===== config.mk =====
export PLATFORM = sky130hd
export DESIGN_NAME = gpio_edge_bank
export DESIGN_NICKNAME = d
export VERILOG_FILES = /design/src/rtl/gpio_edge_bank.sv
export SDC_FILE = /design/constraint.sdc
export NUM_CORES = 1
export LEC_CHECK = 0
export ABC_AREA = 1
export BUFFER_PORTS_ARGS = -buffer_cell sky130_fd_sc_hd__clkbuf_2
export CAP_MARGIN = 25
export CORE_MARGIN = 8
export CORE_UTILIZATION = 55
export CTS_BUF_LIST = sky130_fd_sc_hd__clkbuf_8
export DETAILED_ROUTE_END_ITERATION = 8
export HOLD_SLACK_MARGIN = 0.02
export PLACE_DENSITY = 0.83
export SKIP_CTS_REPAIR_TIMING = 1
export SLEW_MARGIN = 20
export SYNTH_ARGS = -nofsm -noshare
export SYNTH_HDL_FRONTEND = slang
export SYNTH_SLANG_ARGS = --single-unit

===== constraint.sdc =====
create_clock -name clk -period 4.3 [get_ports clk]
set_input_delay 0.645 -clock clk [delete_from_list [all_inputs] [get_ports clk]]
set_output_delay 0.645 -clock clk [all_outputs]
set_load 0.05 [all_outputs]

===== src/rtl/gpio_edge_bank.sv =====
module gpio_edge_bank #(
  parameter int NPIN = 8,
  parameter int CSW  = 3
) (
  input  logic              clk,
  input  logic              rst_n,
  input  logic              reg_we,
  input  logic [2:0]        reg_addr,
  input  logic [2*NPIN-1:0] reg_wdata,
  output logic [2*NPIN-1:0] reg_rdata,
  input  logic [NPIN-1:0]   pad_in,
  output logic [NPIN-1:0]   pad_out,
  output logic [NPIN-1:0]   pad_oe,
  input  logic [NPIN-1:0]   alt1_out,
  input  logic [NPIN-1:0]   alt1_oe,
  output logic [NPIN-1:0]   alt1_in,
  input  logic [NPIN-1:0]   alt2_out,
  input  logic [NPIN-1:0]   alt2_oe,
  output logic [NPIN-1:0]   alt2_in,
  output logic              irq
);
  localparam int RW   = 2 * NPIN;
  localparam int DIVW = (1 << CSW) - 1;
  localparam logic [2:0] A_DOUT = 3'd0, A_OEN = 3'd1, A_DIN = 3'd2, A_MASK = 3'd3,
                         A_STAT = 3'd4, A_CSEL = 3'd5, A_MODE = 3'd6;

  logic [NPIN-1:0] dout_q, oen_q, s1, s2, smp, deb;
  logic [RW-1:0]   mask_q, st_q;
  logic [CSW-1:0]  csel_q;
  logic [1:0]      mode_q;
  logic [DIVW-1:0] divcnt;

  wire [DIVW-1:0] tmask = (DIVW'(1) << csel_q) - DIVW'(1);
  wire            tick  = (divcnt & tmask) == tmask;
  wire            pio   = (mode_q == 2'b00);
  wire [NPIN-1:0] acc   = tick ? ~(s2 ^ smp) : '0;
  wire [NPIN-1:0] rise  = acc & s2 & ~deb & {NPIN{pio}};
  wire [NPIN-1:0] fall  = acc & ~s2 & deb & {NPIN{pio}};
  wire [RW-1:0]   clr   = (reg_we && reg_addr == A_STAT) ? reg_wdata : '0;

  always_ff @(posedge clk or negedge rst_n) begin
    if (!rst_n) begin
      divcnt <= '0;
      s1 <= '0; s2 <= '0; smp <= '0; deb <= '0;
    end else begin
      divcnt <= divcnt + DIVW'(1);
      s1 <= pad_in;
      s2 <= s1;
      if (tick) smp <= s2;
      deb <= (deb & ~acc) | (s2 & acc);
    end
  end

  always_ff @(posedge clk or negedge rst_n) begin
    if (!rst_n) begin
      dout_q <= '0; oen_q <= '0; mask_q <= '0; st_q <= '0;
      csel_q <= '0; mode_q <= '0;
    end else begin
      st_q <= (st_q & ~clr) | {fall, rise};
      if (reg_we) begin
        case (reg_addr)
          A_DOUT: dout_q <= reg_wdata[NPIN-1:0];
          A_OEN:  oen_q  <= reg_wdata[NPIN-1:0];
          A_MASK: mask_q <= reg_wdata;
          A_CSEL: csel_q <= reg_wdata[CSW-1:0];
          A_MODE: mode_q <= reg_wdata[1:0];
          default: ;
        endcase
      end
    end
  end

  always_comb begin
    reg_rdata = '0;
    case (reg_addr)
      A_DOUT: reg_rdata[NPIN-1:0] = dout_q;
      A_OEN:  reg_rdata[NPIN-1:0] = oen_q;
      A_DIN:  reg_rdata[NPIN-1:0] = deb;
      A_MASK: reg_rdata = mask_q;
      A_STAT: reg_rdata = st_q;
      A_CSEL: reg_rdata[CSW-1:0] = csel_q;
      A_MODE: reg_rdata[1:0] = mode_q;
      default: ;
    endcase
  end

  assign pad_out = pio ? dout_q : (mode_q == 2'b01) ? alt1_out : alt2_out;
  assign pad_oe  = pio ? oen_q  : (mode_q == 2'b01) ? alt1_oe  : alt2_oe;
  assign alt1_in = (mode_q == 2'b01) ? pad_in : '0;
  assign alt2_in = mode_q[1] ? pad_in : '0;
  assign irq     = |(st_q & mask_q);

  // an enable write in mode 0 appears on the pins next cycle
  a_r2_oe_follows_write: assert property (@(posedge clk) disable iff (!rst_n)
    (reg_we && reg_addr == A_OEN && pio) |=> (!pio || pad_oe == $past(reg_wdata[NPIN-1:0])));

  // filtered level never moves between ticks
  a_r5_hold_between_ticks: assert property (@(posedge clk) disable iff (!rst_n)
    !tick |=> $stable(deb));

  // status bits only drop on a status write
  a_r8_sticky: assert property (@(posedge clk) disable iff (!rst_n)
    !(reg_we && reg_addr == A_STAT) |=> ((st_q & $past(st_q)) == $past(st_q)));

  // alternate modes latch nothing
  a_r11_alt_quiet: assert property (@(posedge clk) disable iff (!rst_n)
    (!pio && !reg_we) |=> $stable(st_q));

  // a raised request needs a set, enabled bit
  a_r10_irq_source: assert property (@(posedge clk) disable iff (!rst_n)
    $rose(irq) |-> ((st_q & mask_q) != '0));
endmodule


# Word-level counts from Yosys, hierarchy flattened
# Cells that the tools add are included.
# totals
out_inout_bits	49
input_bits	62
register_bits	92
wordCells	61
# op_classes
shifts	1
reduce_logical	9
n_addsub	2
eq_ne	8
muxes	12
bitwise_logic	18
# op_table
operator	n
8-bit AND	7
8-bit two-way mux	7
16-bit AND	2
8-bit inverter	4
5-bit case mux with 5 select lines	1
16-bit two-way mux	1
16-bit inverter	1
16-bit bitwise OR	1
8-bit case mux with 2 select lines	1
16-bit OR reduction	1
2-bit case mux with 7 select lines	1
2-bit AND reduction	5
3-bit == test, second input constant	3
8-bit bitwise OR	1
8-bit bitwise XOR	1
7-bit by 1-bit adder with 7-bit output, second input constant	1
7-bit AND	1
7-bit == test	1
1-bit by 3-bit left shift with 7-bit output, first input constant	1
7-bit by 2-bit subtractor with 7-bit output, second input constant	1
3-bit by 2-bit == test with 1-bit output, second input constant	2
1-bit case mux with 6 select lines	1
3-bit by 1-bit == test with 1-bit output, second input constant	1
3-bit zero test	1
3 further kinds	3

# Depth between registers and ports, before layout
# Gate-level depths: netlist of the first run.
# depth
ltp_word	9
ltp_mapped	13
ltp_nobuf	11

# Worst setup path before layout of the first run
# OpenSTA, ideal clock, no wires.
# synth_path
kind	input -> output
from	input reg_addr[2]
to	output reg_rdata[7]
arrival_time_ps	2023
required_ps	3655
path_slack_ps	1632
cell_stages	3
n_path_buf	0
cell_sequence	inv_1 -> nand3_1 -> o21ai_0
# synth_via
elab_chain_len	2
word_cells_on_any_way	6
cone_classes	eq/ne: 4; mux: 1; reduce/logical: 1
# synth_lines
item	line	text
start, declared	8	input logic [2:0] reg_addr,
3-bit == test (tied with other cells)	75	case (reg_addr)
5-bit case mux with 5 select lines (*)	75	
end, declared	10	output logic [2*NPIN-1:0] reg_rdata,
# Mark *: on every way between the ends. The rest lies on a longest branch, timed or not.

# Worst setup path in the final report of the first run
# layout_path
from	register mode_q[1]
to	output pad_out[3]
# layout_via
elab_chain_len	3
word_cells_on_any_way	4
cone_classes	eq/ne: 1; mux: 2; reduce/logical: 1
# layout_lines
item	line	text
start, declared	30	logic [1:0] mode_q;
start signal, assigned	66	A_MODE: mode_q <= reg_wdata[1:0];
2-bit by 1-bit == test with 1-bit output	87	assign pad_out = pio ? dout_q : (mode_q == 2'b01) ? alt1_out : alt2_out;
8-bit two-way mux	87	
8-bit two-way mux (*)	87	
end, declared	12	output logic [NPIN-1:0] pad_out,
# Marked as above.

==> results of run 1 <==
-- sequential cells by signal, indices dropped and copies added (netlist names), named ones only --
register,count
mask_q,16
st_q,16
dout_q,8
oen_q,8
s1,8
s2,8
smp,8
divcnt,7
csel_q,3
mode_q,2
-- power groups by stage --
| stage | combinational (mW) | clock [mW] | sequential, mW |
|---|---|---|---|
| final | 1.16 | 0.627 | 1.26 |
| after global routing | 1.29 | 0.657 | 1.29 |
| after CTS | 1.16 | 0.632 | 1.26 |
| after detailed placement | 1.15 | 0 | 1.27 |
| after global placement | 1.12 | 0 | 1.25 |
| after floorplan | 0.935 | 0 | 1.21 |
-- worst paths after layout --
kind                       startpoint    endpoint  slack [ps]  cells past startpoint
max                         mode_q[1]  pad_out[3]        1070                      4
min in group asynchronous       rst_n   divcnt[6]         380                      1
max reg2reg                 csel_q[2]      smp[2]        1760                     10
min                             s1[6]       s2[6]         350                      0
min reg2reg                     s1[6]       s2[6]         350                      0
max in group asynchronous       rst_n   mask_q[4]        3050                      2
-- critical path, delay by kind of cell, from the launching register on --
kind	cells	cell delay [ps]
AND/OR/NAND/NOR	1	430
buffers and inverters	2	740
AO/OA/AOI/OAI	1	310
flip-flops	1	740
-- per-stage QoR --
stage	util	total power [mW]	instances	area, um^2	setup slack, ps
after floorplan	-	2.14	616	4710	1630
after global placement	0.639	2.37	812	5280	1580
after detailed placement	0.639	2.42	812	5280	1490
after CTS	0.666	3.05	828	5500	1080
after global routing	0.666	3.23	828	5500	791
final	0.666	3.05	828	5500	1070
-- area by class of cell --
| type | count | area [um^2] |
|---|---|---|
| Tap cell | 105 | 131 |
| Clock buffer | 12 | 165 |
| Timing Repair Buffer | 112 | 568 |
| Multi-Input combinational cell | 410 | 1920 |
| Fill cell | 704 | 2760 |
| Inverter | 93 | 353 |
| Sequential cell | 92 | 2300 |
| Clock inverter | 4 | 55.1 |
-- logic make-up after synthesis --
kind of cell               count (synthesis)  share of synthesized area
and+or+nand+nor                          307                      0.279
DFF                                       92                      0.489
buffers and inverters                    114                      0.103
adders and majority gates                  2                    0.00531
AOI/OAI and AO/OA                         96                      0.115
xor gates and xnor gates                   5                    0.00930
-- routing by layer --
layer | vias to the layer above | GRT usage | share of wire
met3 | 24 | 0.0506 | 0.095
met2 | 204 | 0.352 | 0.47
met4 | 0 | 0.0841 | 0.023
met1 | 2056 | 0.252 | 0.41
li1 | 2172 | - | -
met5 | - | 0 | 0
-- synth_stat cells (all sizes together) --
master    n  area, um^2
a21oi     5        25.0
a221oi    1        8.76
a22o      4        35.0
buf      18         120
clkbuf    3        12.5
clkinv    1        5.00
dfrtp    92        2300
ha        2        25.0
inv      92         348
nand2   188         726
nand3    46         235
nand4    21         131
nor2     48         200
nor3      4        20.0
o211ai   10        75.1
o21ai    63         315
o22ai    13        81.3
xor2      5        43.8
==> impl_metrics.env, run 1 <==
export IMPL_synth_yosys_warnings=0
export IMPL_p_per_area_nw_per_um2=555
export IMPL_clk_path_buf_depth=2
export IMPL_rsz0062_at_grt="false"
export IMPL_detailedPlacementHpwl_um=9170
export IMPL_finalHoldViolations=0
export IMPL_leakage_nw=3.03
export IMPL_max_slew_worst_pin_slew_ps=914
export IMPL_finalClockSkew_ps=16.2
export IMPL_sw_frac_of_total=0.440
export IMPL_dieArea_um2=11800
export IMPL_power_share_combinational=0.380
export IMPL_gp_congestion=0.884
export IMPL_crit_path_start_kind="flip-flop"
export IMPL_power_ir_vdd_worst_uv=264
export IMPL_clock_network_fraction_of_design_power=0.206
export IMPL_num_rows=33
export IMPL_drt_total_wl_um=12300
export IMPL_run_status="completed"
export IMPL_core_region_area_um2=8260
export IMPL_finalWorstPathRequiredPeriod_ps=3230
export IMPL_grt_remaining_overflow=0
export IMPL_clock_tree_from_tritoncts="done"
export IMPL_synthesis_area_um2=4710
export IMPL_via_count=4456
export IMPL_whs_ps=354
export IMPL_cts_clk_slew_worst_paths_ps=90
export IMPL_grt_start_max_net_pins=69
export IMPL_timing_max_cap_violations=0
export IMPL_clock_tree_root_cell="clkbuf_8"
export IMPL_die_width_um=109
export IMPL_timing_critical_path_arrival_ps=2580
export IMPL_vias_per_cell=5.38
export IMPL_fmaxAchievable_mhz=310
export IMPL_numPortBuffers=110
export IMPL_cts_sinks=92
export IMPL_worstHoldPathType="flip-flop to flip-flop"
export IMPL_synth_seq_area_share=0.489
export IMPL_cts_max_level=3
export IMPL_fin_nets=782
export IMPL_route_detailed_wl_per_inst_um=14.8
export IMPL_clkLatencyLatePin_ps=370
export IMPL_groute_usage_overall=0.209
export IMPL_drc=0
export IMPL_antenna_found_initial=0
export IMPL_timing_critical_path_slowest_stage_cell="dfrtp_1"
export IMPL_cells_after_synth=616
export IMPL_final_setup_violations=0
export IMPL_io_pin_count=111
export IMPL_most_common_cell_after_layout_fill_and_taps_aside="nand2_1"
export IMPL_slew_limit_headroom=0.391
export IMPL_die_y_um=109
export IMPL_power_internal_mw=1.71
export IMPL_crit_path_end_kind="output pin"
export IMPL_sequentialPowerShare=0.414
export IMPL_ant_nets=0
export IMPL_insertedDiodeCount=0
export IMPL_fin_tns_setup_ps=0
export IMPL_synth_distinct_cells=28
export IMPL_report_final_slew_viol_count=0
export IMPL_detail_route_iter0_violations=348
export IMPL_final_min_period_over_clock_period=0.751
export IMPL_wire_length_of_the_first_global_routing_pass_um=19700
export IMPL_worstPathCellList="nor2_2, inv_1, o211ai_1, clkbuf_2"
export IMPL_ys_seq_elements=92
export IMPL_post_synth_cell_area_avg_um2=7.65
export IMPL_required_ps=3650
export IMPL_setup_worst_path_class="flip-flop to output pin"
export IMPL_flow_area_growth_from_synthesis_pct=16.7
export IMPL_cts_made_buffers=9
export IMPL_layout_cells_most_common_list="180 x nand2_1, 109 x clkbuf_2, 92 x dfrtp_1"
export IMPL_p_switching_mw=1.34
export IMPL_critical_path_max_stage_delay_ps=740
export IMPL_dr_pass1_iters=5
export IMPL_floorplan_initialDensity=0.570
export IMPL_synthesis_nets=680
export IMPL_grt_pass1_vias=4390
export IMPL_post_route_cells_drive_above_1_share=0.206
export IMPL_crit_fanout=28
(Power assumes the default switching activity.)
==> run 2: changes to the inputs <==
Settings changed: ABC_AREA 1 to 0, CORE_UTILIZATION 55 to 50, PLACE_DENSITY 0.83 to 0.8.
Clock period 4.3 ns to 2.8 ns, I/O delays scaled along.
==> run 2 against run 1 <==
  * Sequential power rose by 52%
  * Critical path depth is 3 higher
  * Wire length up 1.7%
  * Largest cell class unchanged
==> impl_metrics.env, run 2 <==
export IMPL_sw_frac_of_total=0.412
export IMPL_clk_path_buf_depth=2
export IMPL_final_min_period_over_clock_period=0.962
export IMPL_design_power_mw=4.54
export IMPL_crit_path_start_kind="flip-flop"
export IMPL_finalClockSkew_ps=10.3
export IMPL_gp_congestion=0.862
export IMPL_clock_tree_root_cell="clkbuf_8"
export IMPL_crit_path_end_kind="flip-flop"
export IMPL_required_ps=3080
export IMPL_synthArstFlopShare=1.00
export IMPL_die_width_um=113
export IMPL_grt_start_max_net_pins=56
export IMPL_ys_top_cells_by_area="dfrtp_1 49%, mux2_2 11%, mux2i_1 6.2%"
export IMPL_grt_pass1_vias=4099
export IMPL_via_count=3910
export IMPL_floorplan_initialDensity=0.509
export IMPL_least_setup_slack_across_all_paths_after_layout_ps=106
export IMPL_post_synth_cell_area_avg_um2=10.8
export IMPL_worstHoldPathType="primary input to asynchronous set/reset pin"
export IMPL_antenna_found_initial=0
export IMPL_insertedDiodeCount=0
export IMPL_sequentialPowerShare=0.423
export IMPL_cells_after_synth=431
export IMPL_synthesis_area_um2=4660
export IMPL_largest_registers="mask_q (16), st_q (16)"
export IMPL_slew_limit_headroom=0.618
export IMPL_fin_nets=607
export IMPL_vias_per_cell=5.93
export IMPL_cts_max_level=3
export IMPL_groute_usage_overall=0.201
export IMPL_clock_network_fraction_of_design_power=0.206
export IMPL_p_per_area_nw_per_um2=812
export IMPL_post_route_cells_drive_above_1_share=0.374
export IMPL_synth_most_common_cell="dfrtp_1"
export IMPL_most_common_cell_after_layout_fill_and_taps_aside="clkbuf_2"
export IMPL_synth_area_leader="dfrtp_1"
export IMPL_synth_seq_area_share=0.494
export IMPL_io_pin_count=111
export IMPL_synth_enable_flop_cells=0
export IMPL_synthesis_nets=495
export IMPL_num_rows=35
export IMPL_power_ir_vdd_worst_uv=406
export IMPL_cts_clk_slew_worst_paths_ps=90
export IMPL_setup_worst_path_class="flip-flop to flip-flop"
export IMPL_finalWorstPathRequiredPeriod_ps=2690
export IMPL_max_slew_worst_pin_slew_ps=571
export IMPL_layout_cells_most_common_list="109 x clkbuf_2, 91 x dfrtp_1, 60 x nand2_1"
export IMPL_dr_pass1_iters=5
export IMPL_drc=0
export IMPL_route_detailed_wl_per_inst_um=18.9
export IMPL_dp_cells=642
export IMPL_synth_yosys_warnings=0
export IMPL_final_setup_violations=0
export IMPL_ys_top_cells_by_count="92 x dfrtp_1, 60 x nand2_1, 46 x mux2_2, 42 x o21ai_0, 29 x mux2i_1"
export IMPL_final_core_utilization=0.611
export IMPL_power_internal_mw=2.67
export IMPL_detail_route_iter0_violations=191
export IMPL_timing_max_cap_violations=0
export IMPL_crit_fanout=8
export IMPL_nFillCells=758
export IMPL_timing_critical_path_arrival_ps=2970
export IMPL_ant_nets=0
export IMPL_dieArea_um2=12700
export IMPL_grt_remaining_overflow=0
export IMPL_fmaxAchievable_mhz=371
export IMPL_finish_cell_count_without_fillers=659
export IMPL_p_switching_mw=1.87
export IMPL_cts_sinks=92
export IMPL_pre_cts_slack_ps=11.7
export IMPL_netlist_area_leader_share=0.494
export IMPL_report_final_slew_viol_count=0
export IMPL_drt_total_wl_um=12500
export IMPL_ys_seq_elements=92
export IMPL_ys_flop_type="dfrtp_1"
export IMPL_cts_made_buffers=9
export IMPL_synth_distinct_cells=47
export IMPL_clock_tree_from_tritoncts="done"
export IMPL_run_status="completed"
export IMPL_numPortBuffers=110
export IMPL_power_share_combinational=0.371
export IMPL_finalHoldViolations=0
export IMPL_rsz0062_at_grt="false"
export IMPL_flow_area_growth_from_synthesis_pct=20.0
export IMPL_core_region_area_um2=9150
export IMPL_detailedPlacementHpwl_um=9440
export IMPL_die_y_um=113
export IMPL_wire_length_of_the_first_global_routing_pass_um=20400
export IMPL_clkLatencyLatePin_ps=370
export IMPL_leakage_nw=2.57
run 2: cell count changes after synthesis, sizes merged, moves of 9 or more:
cell,before,now
nand4,21,1
nor2,48,19
mux2,0,46
nand3,46,8
inv,92,2
nand2,188,60
nor2b,0,9
o22ai,13,4
o21ai,63,43
and2,0,17
clkbuf,3,12
mux2i,0,29
run 2: area by class of cell:
class | count | area, um^2 | area share
sequential | 92 | 2300 | 0.412
multi-input combinational | 313 | 2260 | 0.404
timing repair buffer | 125 | 678 | 0.121
tap | 111 | 139 | 0.0248
clock buffer | 10 | 138 | 0.0246
clock inverter | 6 | 68.8 | 0.0123
inverter | 2 | 7.51 | 0.00134
run 2: stage by stage:
| stage | hold WS (ps) | area (um^2) | setup TNS (ps) |
|---|---|---|---|
| finish | 20.1 | 5600 | 0 |
| detailed placement | 335 | 5360 | 0 |
| global placement | 332 | 5360 | 0 |
| CTS | 30.5 | 5570 | -18.7 |
| floorplan | 124 | 4660 | 0 |
| global route | 53.2 | 5600 | 0 |
run 2: power groups by stage:
stage          combinational (mW)  sequential, mW  clock [mW]
3_5_place_dp                 1.67            1.94           0
5_1_grt                      1.82            1.96        1.00
4_1_cts                      1.68            1.91       0.949
6_report                     1.69            1.92       0.934
2_1_floorplan                1.30            1.82           0
3_3_place_gp                 1.62            1.92           0
run 2: kinds of logic after synthesis:
family / count (synthesis) / synth area share
AOI/OAI and AO/OA: 101 / 0.153
xor gates and xnor gates: 5 / 0.00939
adders and majority gates: 2 / 0.00537
buffers and inverters: 27 / 0.0268
DFF: 92 / 0.494
muxes: 75 / 0.173
and+or+nand+nor: 129 / 0.138
run 2: worst paths after layout:
check                      startpoint  slack [ps]  cells after the start        end
max                         csel_q[1]         110                      7    st_q[4]
min                             rst_n          20                      1  divcnt[3]
max reg2reg                 csel_q[1]         110                      7    st_q[4]
min reg2reg                     s1[6]         360                      0      s2[6]
max in group asynchronous       rst_n        2130                      2    st_q[4]
min in group clk            pad_in[6]         170                      1      s1[6]
run 2: critical path: stages (launching register included):
cell,delay (ps)
dfrtp_1,450
or3_4,400
ha_2,250
and4_1,230
a211oi_2,230
o2111ai_2,200
or4_4,610
o31ai_2,230
run 2: metal layers:
layer	routed length [um]	vias to the layer above	GRT usage
li1	-	1783	-
met1	5090	1954	0.240
met2	6480	147	0.355
met3	635	26	0.0333
met4	259	0	0.0782
met5	0	-	0
==> run 3: changes to the inputs <==
Settings changed: GPL_TIMING_DRIVEN set to 0.
Clock period 2.8 ns to 2.46 ns, I/O delays scaled along.
==> run 3 against run 2 <==
  * Highest routed layer unchanged
  * The run now ends with negative setup slack left
  * Wire length up 3.6%
  * Die area unchanged
  * Non-clock buffer count up 23
==> impl_metrics.env, run 3 (same netlist as run 2, synthesis figures left out) <==
export IMPL_grt_remaining_overflow=0
export IMPL_final_core_utilization=0.639
export IMPL_die_width_um=113
export IMPL_reg2regPathDepth=10
export IMPL_detail_route_iter0_violations=227
export IMPL_required_ps=2740
export IMPL_dr_pass1_iters=4
export IMPL_die_y_um=113
export IMPL_clock_tree_root_cell="clkbuf_8"
export IMPL_fin_tns_setup_ps=-5630
export IMPL_most_common_cell_after_layout_fill_and_taps_aside="clkbuf_2"
export IMPL_grt_pass1_vias=3989
export IMPL_rrSetupSlack_ps=-270
export IMPL_clkLatencyLatePin_ps=370
export IMPL_via_count=3968
export IMPL_timing_max_cap_violations=0
export IMPL_fmaxAchievable_mhz=366
export IMPL_slew_limit_headroom=0.364
export IMPL_final_setup_violations=32
export IMPL_rsz0062_at_grt="true"
export IMPL_clock_tree_from_tritoncts="done"
export IMPL_io_pin_count=111
export IMPL_wire_length_of_the_first_global_routing_pass_um=19900
export IMPL_cts_clk_slew_worst_paths_ps=110
export IMPL_dieArea_um2=12700
export IMPL_groute_usage_overall=0.198
export IMPL_drc=0
export IMPL_vias_per_cell=5.83
export IMPL_largest_registers="mask_q (16), st_q (16)"
export IMPL_detailedPlacementHpwl_um=9590
export IMPL_whs_ps=45.3
export IMPL_worstPathCellList="buf_6, or3_4, ha_4, and4_1, a211oi_2, o2111ai_2, buf_4, or4_4, buf_12, o31ai_4"
export IMPL_worstHoldPathType="primary input to asynchronous set/reset pin"
export IMPL_regToRegStartpoint="csel_q[1]"
export IMPL_fin_nets=629
export IMPL_insertedDiodeCount=0
export IMPL_num_rows=35
export IMPL_setup_worst_path_class="flip-flop to flip-flop"
export IMPL_crit_path_end_kind="flip-flop"
export IMPL_finalWorstPathRequiredPeriod_ps=2730
export IMPL_route_detailed_wl_per_inst_um=19.0
export IMPL_least_setup_slack_across_all_paths_after_layout_ps=-269
export IMPL_cts_sinks=92
export IMPL_timing_critical_path_arrival_ps=3010
export IMPL_cts_max_level=3
export IMPL_max_slew_worst_pin_slew_ps=951
export IMPL_core_region_area_um2=9150
export IMPL_drt_total_wl_um=12900
export IMPL_layout_cells_most_common_list="114 x clkbuf_2, 91 x dfrtp_1, 60 x nand2_1"
export IMPL_grt_start_max_net_pins=93
export IMPL_report_final_slew_viol_count=0
export IMPL_failed_checks="negative setup slack"
export IMPL_post_route_cells_drive_above_1_share=0.398
export IMPL_flow_area_growth_from_synthesis_pct=25.4
export IMPL_run_status="finished with violations"
export IMPL_timing_critical_path_slowest_stage_cell="or4_4"
export IMPL_numPortBuffers=109
export IMPL_gp_congestion=0.861
export IMPL_p_per_area_nw_per_um2=917
export IMPL_final_min_period_over_clock_period=1.11
export IMPL_leakage_nw=2.71
export IMPL_crit_fanout=10
export IMPL_r2r_end="st_q[2]"
export IMPL_critical_path_max_stage_delay_ps=430
export IMPL_finalHoldViolations=0
export IMPL_layout_cell_area_non_filler_um2=5850
export IMPL_finalClockSkew_ps=11.8
export IMPL_antenna_found_initial=0
export IMPL_crit_path_start_kind="flip-flop"
export IMPL_place_area_um2=5410
export IMPL_power_ir_vdd_worst_uv=355
export IMPL_cts_made_buffers=9
export IMPL_clk_path_buf_depth=2
export IMPL_ant_nets=0
export IMPL_floorplan_initialDensity=0.509
-- run 3: changes by cell type in the layout (fill, tap and decap cells not counted), moves of 2 or more --
cell	change
o21ai_0	-2
o22ai_2	+3
mux2_4	+8
buf_2	+2
buf_4	-8
clkbuf_1	+8
mux2_2	-8
nor2b_1	-2
buf_6	+10
clkbuf_4	+3
o22ai_1	-3
clkbuf_2	+5
inv_8	+3
-- run 3: worst max path at each step --
stage	start	endpoint	slack [ps]	cells after the start
2_1_floorplan	csel_q[1]	st_q[2]	-100	10
4_1_cts	mode_q[0]	pad_oe[2]	-530	5
5_1_grt	csel_q[1]	st_q[2]	-350	10
3_5_place_dp	csel_q[0]	st_q[2]	-340	9
3_3_place_gp	csel_q[1]	st_q[0]	-270	10
6_report	csel_q[1]	st_q[2]	-270	10
-- run 3: metrics by stage --
stage | setup slack, ps | power, mW | instances
6_report | -269 | 5.36 | 681
5_1_grt | -349 | 5.62 | 681
4_1_cts | -531 | 5.13 | 667
3_5_place_dp | -337 | 4.14 | 651
3_3_place_gp | -267 | 4.06 | 651
2_1_floorplan | -103 | 3.58 | 431
-- run 3: power breakdown --
group | leakage, nW | total [mW] | internal [mW] | switching, mW
logic | 1.53 | 2.18 | 0.860 | 1.32
clock network | 0.0999 | 1.01 | 0.396 | 0.611
registers | 1.08 | 2.18 | 1.84 | 0.338
-- run 3: cell type report --
cell class	count	area (um^2)
plain buffers	23	151
flip-flops and latches	92	2300
clock inverters	7	65.1
multi-input cells	312	2360
inverters	2	7.51
well taps	111	139
clock buffers	9	124
repair buffers	125	699
fillers	740	3300
-- run 3: per-layer routing --
metal,global-route usage,vias up,wire [um]
li1,-,1837,-
met1,0.241,1994,5250
met2,0.338,116,6700
met3,0.0483,21,697
met4,0.0603,0,268
met5,0,-,0
-- run 3: critical path: cells and delay by family, from the launching register on --
family	cells	cell delay, ps
simple gates	3	1020
compound gates	3	520
buf+inv	3	480
flops	1	420
fa+ha+maj	1	190
